File: config.mk
export PLATFORM = sky130hd
export DESIGN_NAME = pin_change_monitor
export DESIGN_NICKNAME = d
export VERILOG_FILES = /design/src/rtl/pcm_pkg.sv /design/src/rtl/pcm_sync.sv /design/src/rtl/pcm_chg_cell.sv /design/src/rtl/pcm_irq.sv /design/src/rtl/pin_change_monitor.sv
export SDC_FILE = /design/constraint.sdc
export NUM_CORES = 1
export LEC_CHECK = 0
export ABC_AREA = 0
export ABC_CLOCK_PERIOD_IN_PS = 800
export CAP_MARGIN = 25
export CORE_MARGIN = 3
export CORE_UTILIZATION = 42
export CTS_CLUSTER_DIAMETER = 60
export DETAILED_ROUTE_END_ITERATION = 10
export PLACE_DENSITY = 0.75
export SYNTH_ARGS = -nofsm -noshare
export SYNTH_HDL_FRONTEND = slang
export SYNTH_SLANG_ARGS = --single-unit
File: constraint.sdc
create_clock -name clk -period 0.8 [get_ports clk]
set_input_delay 0.2 -clock clk [delete_from_list [all_inputs] [get_ports clk]]
set_output_delay 0.2 -clock clk [all_outputs]
set_load 0.1 [all_outputs]
File: src/rtl/pcm_pkg.sv
package pcm_pkg;

    localparam int unsigned PCM_PINS   = 4;
    localparam int unsigned PCM_SYNC   = 2;
    localparam int unsigned PCM_STAT_W = 2 * PCM_PINS;

    typedef struct packed {
        logic [PCM_PINS-1:0] chg;
        logic [PCM_PINS-1:0] lvl;
    } pcm_status_t;

    function automatic pcm_status_t pcm_pack(input logic [PCM_PINS-1:0] chg,
                                             input logic [PCM_PINS-1:0] lvl);
        pcm_status_t s;
        s.chg = chg;
        s.lvl = lvl;
        return s;
    endfunction

endpackage

File: src/rtl/pcm_sync.sv
module pcm_sync #(
    parameter int unsigned WIDTH  = 4,
    parameter int unsigned STAGES = 2
) (
    input  logic             clk,
    input  logic             rst,
    input  logic [WIDTH-1:0] d_i,
    output logic [WIDTH-1:0] q_o
);

    localparam int unsigned LAST = STAGES - 1;

    logic [STAGES-1:0][WIDTH-1:0] stg;

    always_ff @(posedge clk) begin
        if (rst) begin
            stg <= '0;
        end else begin
            stg[0] <= d_i;
            for (int s = 1; s < STAGES; s++) begin
                stg[s] <= stg[s-1];
            end
        end
    end

    assign q_o = stg[LAST];

endmodule

File: src/rtl/pcm_chg_cell.sv
module pcm_chg_cell (
    input  logic clk,
    input  logic rst,
    input  logic lvl_i,
    input  logic rd_i,
    output logic det_o,
    output logic flag_o
);

    logic prev_q;
    logic flag_q;

    assign det_o = lvl_i ^ prev_q;

    always_ff @(posedge clk) begin
        if (rst) begin
            prev_q <= 1'b0;
            flag_q <= 1'b0;
        end else begin
            prev_q <= lvl_i;
            flag_q <= det_o | (flag_q & ~rd_i);
        end
    end

    assign flag_o = flag_q;

    p_flag_sticky_r4: assert property (@(posedge clk) disable iff (rst)
        (flag_o && !rd_i) |=> flag_o);

    p_read_clears_r5: assert property (@(posedge clk) disable iff (rst)
        (rd_i && !det_o) |=> !flag_o);

    p_hit_on_read_r6: assert property (@(posedge clk) disable iff (rst)
        det_o |=> flag_o);

endmodule

File: src/rtl/pcm_irq.sv
module pcm_irq #(
    parameter int unsigned WIDTH = 4
) (
    input  logic [WIDTH-1:0] flags_i,
    input  logic [WIDTH-1:0] mask_i,
    output logic             irq_o
);

    logic [WIDTH-1:0] hit;

    always_comb begin
        hit = flags_i & mask_i;
        irq_o = |hit;
    end

    always_comb begin
        if (flags_i == '0) begin
            p_no_irq_without_flag_r7: assert (!irq_o);
        end
        if (mask_i == '0) begin
            p_no_irq_without_mask_r7: assert (!irq_o);
        end
    end

endmodule

File: src/rtl/pin_change_monitor.sv
module pin_change_monitor
    import pcm_pkg::*;
#(
    parameter int unsigned NPINS = PCM_PINS,
    parameter int unsigned SYNC  = PCM_SYNC
) (
    input  logic                 clk,
    input  logic                 rst,
    input  logic [NPINS-1:0]     pins_i,
    input  logic                 rd_stb_i,
    input  logic [NPINS-1:0]     irq_mask_i,
    output logic [2*NPINS-1:0]   status_o,
    output logic                 chg_irq_o
);

    logic [NPINS-1:0] lvl;
    logic [NPINS-1:0] det;
    logic [NPINS-1:0] flags;

    pcm_sync #(.WIDTH(NPINS), .STAGES(SYNC)) u_sync (
        .clk (clk),
        .rst (rst),
        .d_i (pins_i),
        .q_o (lvl)
    );

    for (genvar n = 0; n < NPINS; n++) begin : g_cell
        pcm_chg_cell u_cell (
            .clk    (clk),
            .rst    (rst),
            .lvl_i  (lvl[n]),
            .rd_i   (rd_stb_i),
            .det_o  (det[n]),
            .flag_o (flags[n])
        );
    end

    pcm_irq #(.WIDTH(NPINS)) u_irq (
        .flags_i (flags),
        .mask_i  (irq_mask_i),
        .irq_o   (chg_irq_o)
    );

    assign status_o = {flags, lvl};

    p_irq_after_read_r8: assert property (@(posedge clk) disable iff (rst)
        (rd_stb_i && det == '0) |=> !chg_irq_o);

    p_flag_needs_change_r3: assert property (@(posedge clk) disable iff (rst)
        (flags == '0 && det == '0) |=> (flags == '0));

endmodule

==> results.toml <==
[layout]
finish.instance_area_um2 = 1080
utilization = 0.886
antennaDiodeCount = 0
drive_gt1_frac = 0.691
final_nets = 94
areaGrowthSynthToFinish_pct = 82.4

[floorplan]
design.core.area_um2 = 1220
fp.dieH_um = 43.5
die-area_um2 = 1890
ios = 20
rows = 12
fp.dieW_um = 43.5
initial_core_util = 0.486

[synth]
synthMuxAreaShare = 0
synthTopCellsByArea = "dfxtp_1 54%, buf_4 10%, and2b_2 8.9%"
yosysTopAreaCell = "dfxtp_1"
yosysWarnings = 0
synth_xor_area_frac = 0.0593
syn-num-nets = 63
synth-compound-area-share = 0.0593
synthDistinctLibCells = 11
synth_adder_area_share = 0
synth_top_area_frac = 0.542
synth.avg_cell_area_um2 = 11.4
syn-cell-area_um2 = 591
synthSimpleGateAreaFrac = 0.218
synth_seq_cells = 16
synth_top_family_by_area = "simple AND/OR/NAND/NOR gates"
synth_seq_area_share = 0.542
netlist_instances = 52

[cts]
cts_num_sinks = 16
cts_tree = "built"
cts-root-buf = "clkbuf_4"
ctsHoldBuffers = 0
clkSlewWorstSetupHoldPaths_ns = 0.08
clock_path_buffers = 2
htreeDepth = 1
clock_latency_ns = 0.26
numCtsBuffers = 3

[pwr]
ir_drop_mv = 1.21
leakage_nw = 0.456
power_density_nw_per_um2 = 1640

[sta]
finalHoldViolCount = 0
rsz0062_at_grt = "yes"
fin_skew_ns = 0.000770
slew-limit-headroom = 0.866
fmax_ghz = 0.804
final.setup.worst_slack_ns = -0.444
worst_pin_slew_ns = 0.201
setup_viol = 11
min_period_ns = 1.24
drv_slew = 0
finalCritPeriodShare = 1.56

[worst_setup_path]
cp_slowest_cell = "clkdlybuf4s50_1"
critPathKind = "in2out"
required_ns = 0.60
end_kind = "output pin"
cp-start-kind = "input pin"
cp.arrival_ns = 1.04
path_max_fanout = 1
critPathBufInv = 2
cp_top_family = "buffers and inverters"
critPathMaxStageDelay_ns = 0.42
crit_chain = "clkdlybuf4s50_1 > a22oi_2 > nand2_4 > buf_12"

[route]
avgRoutedWirePerCell_um = 12.9
antenna_left = 0
drt_iter0_markers = 3
drc_errors = 0
vias_per_cell = 4.47
routed_wl_um = 1230
dr_total_vias = 425
drtPass1Iterations = 3

[grt]
antenna_found_initial = 0
grt_pass1_wl_um = 1840
grt_max_degree = 9
grt.total_usage = 0.129
grt_pass1_vias = 410
globalRouteOverflowTotal = 0

[flow_run]
drv_cap = 0

[status]
violations = "setup timing"
status = "complete, but fails checks"

[place]
placedInstanceArea_um2 = 897
place_hpwl_um = 795
place_congestion = 0.642
io_buffers = 19

[worst_hold_path]
min_path_type = "in2reg"
[report_power, final]
part	total, mW	internal (mW)	switching, mW
Combinational	0.526	0.251	0.275
Clock	0.384	0.174	0.211
Sequential	0.852	0.827	0.0254
[Yosys cell counts, drive strengths merged]
cell type	count
and2b	6
xnor2	4
buf	9
nand2b	4
a21oi	4
a22oi	2
nor2b	6
dfxtp	16
nand2	1
[kinds of logic (layout without fill, tap and decap cells)]
| group | count (synthesis) | count (layout) |
|---|---|---|
| xor gates and xnor gates | 4 | 4 |
| buffers and inverters | 9 | 38 |
| and+or+nand+nor | 17 | 17 |
| DFF | 16 | 16 |
| AOI/OAI and AO/OA | 6 | 6 |
[routing by layer]
layer  up-vias  global-route usage  routed length (um)
met5         -                   0                   0
met4         0              0.0181                   0
met3         0              0.0249                  58
met2        15               0.245                 654
met1       195               0.150                 514
li1        215                   -                   -
[worst register-to-register path: cells and delay by family (launching register included)]
kind                   cells  cell delay (ns)
buffers and inverters      1             0.12
flip-flops                 1             0.36
XOR/XNOR                   1             0.18
AO/OA/AOI/OAI              1             0.09
[flip-flops by register name, indices dropped and copies added (netlist names)]
signal and flops:
g_cell.u_cell.prev_q 4, g_cell.u_cell.flag_o 4, u_sync.q_o 4, u_sync.stg 4
[stage by stage]
step / std cells / power [mW] / hold WS [ns] / TNS [ns] / setup slack [ns]
2_1_floorplan: 52 / 1.16 / 0.328 / -0.173 / -0.116
3_3_place_gp: 84 / 1.33 / 0.421 / -5.27 / -0.491
3_5_place_dp: 84 / 1.34 / 0.436 / -5.46 / -0.497
4_1_cts: 92 / 1.74 / 0.422 / -2.53 / -0.478
5_1_grt: 95 / 1.85 / 0.428 / -3.14 / -0.509
6_report: 95 / 1.76 / 0.439 / -2.70 / -0.444
[cell usage in the layout (no fill, tap or decap), drive strengths merged]
cell	instances
dlygate4sd2	2
and2b	6
clkbuf	3
buf	25
nand2b	4
a21oi	4
clkdlybuf4s50	7
nor2b	6
nand2	1
a22oi	2
dfxtp	16
xnor2	4
dlymetal6s2s	1
[path summary, 6_finish.rpt]
kind,startpoint,endpoint,slack [ns],cells after the start
max,irq_mask_i[2],chg_irq_o,-0.44,4
max reg2reg,u_sync.q_o[2],g_cell[2].u_cell.flag_o,-0.06,3
min reg2reg,u_sync.stg[1],u_sync.q_o[1],0.45,1
min,rst,g_cell[3].u_cell.prev_q,0.44,3
[what timing repair did]
item / 4_1_cts / 5_1_grt
endpoints found under the setup margin: 22 / 12
gates cloned: 1 / 0
gates resized for setup: 19 / 10
setup buffers: 4 / 4
pin swaps: 8 / 5
[cell type report]
cell class              count  area [um^2]
repair buffers             35          424
multi-input cells          27          273
well taps                  14         17.5
flip-flops and latches     16          340
fillers                    50          139
clock buffers               3         22.5
No activity file was read; power rests on OpenSTA's default activity.
